**src/rtl/sysctr_pkg.sv**
```systemverilog
package sysctr_pkg;
  localparam logic [63:0] NS_PER_SEC = 64'd1_000_000_000;

  // Whole-nanosecond tick period; zero frequency yields a dummy 1.
  function automatic logic [63:0] period_of(input logic [63:0] freq_hz);
    if (freq_hz == 64'd0)
      return 64'd1;
    else if (freq_hz >= NS_PER_SEC)
      return 64'd1;
    else
      return NS_PER_SEC / freq_hz;
  endfunction
endpackage

```
**src/rtl/sysctr_div.sv**
```systemverilog
module sysctr_div #(
  parameter int          TW      = 64,
  parameter logic [63:0] DIVISOR = 64'd16
) (
  input  logic          clk,
  input  logic          rst,
  input  logic          hold,
  input  logic [TW-1:0] num_i,
  output logic [TW-1:0] quo_o,
  output logic          vld_o
);
  localparam int ITW = $clog2(TW + 1);
  localparam logic [TW:0] DIV_X = {1'b0, DIVISOR[TW-1:0]};
  localparam logic [ITW-1:0] LAST = ITW'(TW - 1);

  logic          busy;
  logic [ITW-1:0] iter;
  logic [TW-1:0] rem;
  logic [TW-1:0] quo;
  logic [TW:0]   trial;
  logic          take;
  logic [TW-1:0] rem_nx;
  logic [TW-1:0] quo_nx;

  always_comb begin
    trial  = {rem, quo[TW-1]};
    take   = (trial >= DIV_X);
    rem_nx = take ? TW'(trial - DIV_X) : trial[TW-1:0];
    quo_nx = {quo[TW-2:0], take};
  end

  always_ff @(posedge clk) begin
    if (rst) begin
      busy  <= 1'b0;
      iter  <= '0;
      rem   <= '0;
      quo   <= '0;
      quo_o <= '0;
      vld_o <= 1'b0;
    end else begin
      vld_o <= 1'b0;
      if (!hold) begin
        if (!busy) begin
          quo  <= num_i;
          rem  <= '0;
          iter <= '0;
          busy <= 1'b1;
        end else begin
          rem  <= rem_nx;
          quo  <= quo_nx;
          iter <= iter + 1'b1;
          if (iter == LAST) begin
            busy  <= 1'b0;
            quo_o <= quo_nx;
            vld_o <= 1'b1;
          end
        end
      end
    end
  end
endmodule

```
**src/rtl/sysctr_cmp.sv**
```systemverilog
module sysctr_cmp #(
  parameter int          TW     = 64,
  parameter logic [63:0] PERIOD = 64'd16
) (
  input  logic          clk,
  input  logic          rst,
  input  logic [TW-1:0] count_i,
  input  logic [TW-1:0] cmp_i,
  input  logic          en_i,
  input  logic          mask_i,
  output logic          match_o,
  output logic          irq_o,
  output logic [TW-1:0] dl_o
);
  localparam logic [TW-1:0] SAT   = {1'b0, {(TW-1){1'b1}}};
  localparam logic [TW-1:0] PER_W = PERIOD[TW-1:0];
  localparam logic [TW-1:0] LIM   = SAT / PER_W;

  logic          reached;
  logic [TW-1:0] delta;
  logic [TW-1:0] dl_nx;

  always_comb begin
    reached = (count_i >= cmp_i);
    delta   = cmp_i - count_i;
    if (reached)
      dl_nx = '0;
    else if (delta > LIM)
      dl_nx = SAT;
    else
      dl_nx = delta * PER_W;
  end

  always_ff @(posedge clk) begin
    if (rst) begin
      match_o <= 1'b0;
      irq_o   <= 1'b0;
      dl_o    <= '0;
    end else begin
      match_o <= en_i & reached;
      irq_o   <= en_i & reached & mask_i;
      dl_o    <= dl_nx;
    end
  end
endmodule

```
**src/rtl/sysctr_freg.sv**
```systemverilog
module sysctr_freg #(
  parameter int          FW   = 64,
  parameter logic [63:0] INIT = 64'd62_500_000
) (
  input  logic          clk,
  input  logic          rst,
  input  logic          wr_i,
  input  logic [FW-1:0] wdata_i,
  output logic [FW-1:0] rd_o
);
  always_ff @(posedge clk) begin
    if (rst)
      rd_o <= INIT[FW-1:0];
    else if (wr_i)
      rd_o <= wdata_i;
  end
endmodule

```
**src/rtl/sysctr_top.sv**
```systemverilog
module sysctr_top
  import sysctr_pkg::*;
#(
  parameter int          TW      = 64,
  parameter int          FW      = 64,
  parameter logic [63:0] FREQ_HZ = 64'd62_500_000
) (
  input  logic          clk,
  input  logic          rst,
  input  logic [TW-1:0] time_ns,
  input  logic [TW-1:0] cmp_val,
  input  logic          enable,
  input  logic          irq_mask,
  input  logic          freq_wr,
  input  logic [FW-1:0] freq_wdata,
  output logic [TW-1:0] count,
  output logic          count_vld,
  output logic [FW-1:0] freq_rd,
  output logic          match,
  output logic          irq,
  output logic [TW-1:0] deadline_ns,
  output logic          cfg_err
);
  localparam logic [63:0] PERIOD = period_of(FREQ_HZ);
  localparam logic        BAD    = (FREQ_HZ == 64'd0);

  always_ff @(posedge clk) begin
    cfg_err <= BAD;
  end

  sysctr_div #(.TW(TW), .DIVISOR(PERIOD)) u_div (
    .clk   (clk),
    .rst   (rst),
    .hold  (BAD),
    .num_i (time_ns),
    .quo_o (count),
    .vld_o (count_vld)
  );

  sysctr_cmp #(.TW(TW), .PERIOD(PERIOD)) u_cmp (
    .clk     (clk),
    .rst     (rst),
    .count_i (count),
    .cmp_i   (cmp_val),
    .en_i    (enable),
    .mask_i  (irq_mask),
    .match_o (match),
    .irq_o   (irq),
    .dl_o    (deadline_ns)
  );

  sysctr_freg #(.FW(FW), .INIT(FREQ_HZ)) u_freg (
    .clk     (clk),
    .rst     (rst),
    .wr_i    (freq_wr),
    .wdata_i (freq_wdata),
    .rd_o    (freq_rd)
  );
endmodule

```
**config.mk**
```make
export PLATFORM = sky130hd
export DESIGN_NAME = sysctr_top
export DESIGN_NICKNAME = d
export VERILOG_FILES = /design/src/rtl/sysctr_pkg.sv /design/src/rtl/sysctr_div.sv /design/src/rtl/sysctr_cmp.sv /design/src/rtl/sysctr_freg.sv /design/src/rtl/sysctr_top.sv
export SDC_FILE = /design/constraint.sdc
export NUM_CORES = 1
export LEC_CHECK = 0
export BUFFER_PORTS_ARGS = -buffer_cell sky130_fd_sc_hd__buf_2
export CORE_MARGIN = 2
export CORE_UTILIZATION = 41
export DETAILED_ROUTE_END_ITERATION = 8
export PLACE_DENSITY_LB_ADDON = 0.3
export SETUP_SLACK_MARGIN = 0.15
export SLEW_MARGIN = 20
export SYNTH_ARGS = -nofsm -noshare
export SYNTH_HDL_FRONTEND = slang
export SYNTH_SLANG_ARGS = --single-unit
```
**constraint.sdc**
```tcl
create_clock -name clk -period 3.54 [get_ports clk]
set_input_delay 0.177 -clock clk [delete_from_list [all_inputs] [get_ports clk]]
set_output_delay 0.177 -clock clk [all_outputs]
set_load 0.1 [all_outputs]
```
==> impl_metrics.py <==
metrics = {
    "critical_path": {
        "rr_startpoint": "u_div.quo_o[43]",
        "cp_max_fo": 30,
        "critPathRequiredTime_ps": 3940,
        "path_class": "flop to flop",
        "arrival_ps": 3690,
        "cp-end-kind": "flop",
        "startpoint": "u_div.quo_o[43]",
        "critPathLaunchType": "flop",
    },
    "clock_tree": {
        "numClockSinks": 328,
        "insertion_delay_ps": 550,
        "numCtsBuffers": 36,
        "cts_root_buffer": "clkbuf_16",
        "clk_pin_slew_worst_paths_ps": 60,
        "htree_levels": 2,
        "cts_tree": "yes",
        "clockBufferDepth": 3,
    },
    "grt": {
        "met3_usage_pct": 4.46,
        "grt-busiest-layer": "met2",
        "grt_remaining_overflow": 0,
        "antenna_found_initial": 9,
        "use_met2_pct": 41.2,
        "grtUsageMet1_pct": 31.1,
        "grt_max_degree": 100,
        "grt_use_total_pct": 24.9,
        "grt_pass1_vias": 14800,
        "grt_pass1_wl_mm": 77.9,
    },
    "floorplan": {
        "dieArea_um2": 39700,
        "core_um2": 37600,
        "initial_core_util_pct": 41.6,
        "die_w_um": 199,
        "io_pins": 393,
        "row_count": 71,
        "die_h_um": 199,
    },
    "synth": {
        "ys_top_cells_by_count": "dfxtp_1, nor2_1, nand2_1",
        "synth.avg_cell_area_um2": 8.52,
        "yosys.cell_count.top_type": "dfxtp_1",
        "synthCells": 1833,
        "synth.ff_latch_count": 328,
        "ys_types": 76,
        "seq_area_frac_synth_pct": 42.0,
        "synth_top_flop_cell": "dfxtp_1",
        "synth_top_area_cell": "dfxtp_1",
        "async_reset_ff_share_pct": 0,
        "netlist_top_cells_area": "dfxtp_1, mux2i_1, ha_1",
        "synth_warnings": 0,
        "synthesis.area_um2": 15600,
        "synth_edf_count": 0,
        "synth.top_cell.area_share_pct": 42.0,
    },
    "route": {
        "totalWireLength_mm": 51.1,
        "vias": 15200,
        "detail_route.wl_per_cell_um": 17.7,
        "dr.pass1.iters": 6,
        "drc": 0,
        "dr.first_iter.drc_count": 891,
        "via_per_inst": 5.26,
        "drtAntennaViolNets": 0,
    },
    "sta": {
        "rsz0062_at_grt": "false",
        "fin_crit_ps": 3290,
        "tightest_slew_ps": 1070,
        "finalSetupViolCount": 0,
        "hold_viol_final": 0,
        "whs_ps": 181,
        "fin_skew_ps": 17.4,
        "slew_violations": 0,
        "finalCritPeriodShare_pct": 92.9,
        "fin_ws_ps": 252,
        "timing.slew.headroom_pct": 28.6,
        "fmax_mhz": 304,
    },
    "power": {
        "p_switching_uw": 5780,
        "power_frac_clock_pct": 24.6,
        "peakVddDrop_mv": 0.703,
        "power.leakage_uw": 0.00918,
        "switching_share_pct": 40.4,
        "power_density_nw_per_um2": 680,
        "p_int_uw": 8530,
        "pwr-share-seq_pct": 31.9,
        "comb_power_share_pct": 43.6,
    },
    "outcome": {
        "status": "complete, no violations",
    },
    "finish": {
        "drive_gt1_share_pct": 25.2,
        "layout.nets": 2609,
        "syn_to_final_growth_pct": 34.8,
        "num-fill-cells": 3362,
    },
    "min_path": {
        "hold_start": "cmp_val[1]",
        "min_path_type": "input port to flop",
    },
    "place": {
        "dpl.hpwl_mm": 36.1,
        "port_buffers": 391,
        "place_congestion": 0.959,
        "place_ws_ps": -97.3,
    },
    "flow_run": {
        "maxCapViolations": 0,
    },
}
critical path, cell delays in order, from the launching register on:
cell and delay (ps):
dfxtp_2 350, inv_1 60, ha_2 350, a21oi_1 250, o21ai_0 190, a41oi_1 320, o21ai_0 170, a21oi_2 280
o2111ai_1 150, nand2_1 100, xnor2_1 90, a2111oi_4 290, buf_4 220, buf_12 190, a31oi_1 120
sequential cells by signal, indices dropped and copies added, names as in the netlist:
signal / cells
u_div.quo: 64
u_freg.rd_o: 64
u_cmp.irq_o: 1
u_div.rem: 64
u_cmp.match_o: 1
u_div.quo_o: 64
u_div.iter: 7
u_div.vld_o: 1
u_div.busy: 1
u_cmp.dl_o: 61
what timing repair did:
| item | CTS | global route |
|---|---|---|
| hold buffers | 147 | 0 |
| gates cloned | 2 | 0 |
| gates resized for setup | 15 | 36 |
| endpoints found under the setup margin | 60 | 67 |
| buffers inserted | 2 | 1 |
| pin swaps | 4 | 11 |
| hold endpoints to repair | 143 | 0 |
power groups by stage:
stage | sequential, µW | clock (µW) | combinational [µW]
2_1_floorplan | 5320 | 0 | 4060
3_3_place_gp | 4600 | 0 | 5880
3_5_place_dp | 4630 | 0 | 5970
4_1_cts | 4560 | 3600 | 6180
5_1_grt | 4620 | 3730 | 6870
6_report | 4560 | 3510 | 6240
cells in the final DEF (no fill, tap or decap), types with 7 or more instances in the layout:
cell	Yosys	routed
diode_2	0	10
or3_1	18	18
buf_2	7	389
inv_1	76	76
o21ai_1	1	7
and3_1	10	10
buf_4	4	38
nand4_1	22	22
nor2_1	226	226
a31oi_1	66	64
nand2_1	201	201
ha_1	68	56
nand3_1	17	17
a21oi_2	1	8
o31ai_1	10	8
a21o_1	31	31
o21ai_0	55	48
o21bai_1	9	8
clkbuf_16	0	37
nand2b_1	12	8
a211oi_1	11	8
a21oi_1	167	160
xor2_1	43	43
mux2i_1	114	114
dfxtp_2	0	39
and2_1	11	11
nor4_1	14	13
a211o_1	18	18
nor3_1	38	34
ha_2	0	10
dlygate4sd3_1	0	147
clkbuf_1	86	14
nor2b_1	20	20
xnor2_1	63	61
dfxtp_1	328	274
dfxtp_4	0	15
final timing paths:
path              cells past startpoint  slack [ps]             end
setup / recovery                     14         250  u_cmp.dl_o[62]
hold / removal                        4         180   u_cmp.dl_o[5]
setup reg to reg                     14         250  u_cmp.dl_o[62]
hold reg to reg                       1         440   u_div.iter[0]
stage by stage:
step	total power (µW)	instance area (µm²)	std cells	TNS [ps]	utilization [%]
6_report	14300	21100	2887	0	56.0
5_1_grt	15200	21100	2886	0	56.0
2_1_floorplan	9390	15700	1834	0	-
3_5_place_dp	10600	18200	2664	-3740	48.5
3_3_place_gp	10500	18200	2664	0	48.5
4_1_cts	14300	20900	2876	0	55.6
final cells by class:
type / instances / area [µm²] / area share [%]
tap: 511 / 639 / 3.04
timing repair buffer: 580 / 3810 / 18.1
clock buffer: 54 / 1020 / 4.84
clock inverter: 7 / 53.8 / 0.256
antenna: 10 / 25.0 / 0.119
inverter: 76 / 285 / 1.36
sequential: 328 / 6670 / 31.7
multi-input combinational: 1321 / 8540 / 40.6
cell families after synthesis:
logic type / count (synthesis) / share of synthesized area [%]
buf+inv: 185 / 4.69
other cells: 1 / 0.0240
mux: 114 / 7.31
fa+ha+maj: 69 / 5.58
compound gates: 405 / 15.9
xor+xnor: 106 / 5.94
flops: 328 / 42.0
simple gates: 625 / 18.5
metal layers:
| layer | share of wire (%) | routed length [µm] |
|---|---|---|
| met4 | 4.2 | 2170 |
| met1 | 42 | 21500 |
| met5 | 0 | 0 |
| met3 | 6.4 | 3250 |
| met2 | 47 | 24200 |
No activity file was read; power rests on OpenSTA's default activity.
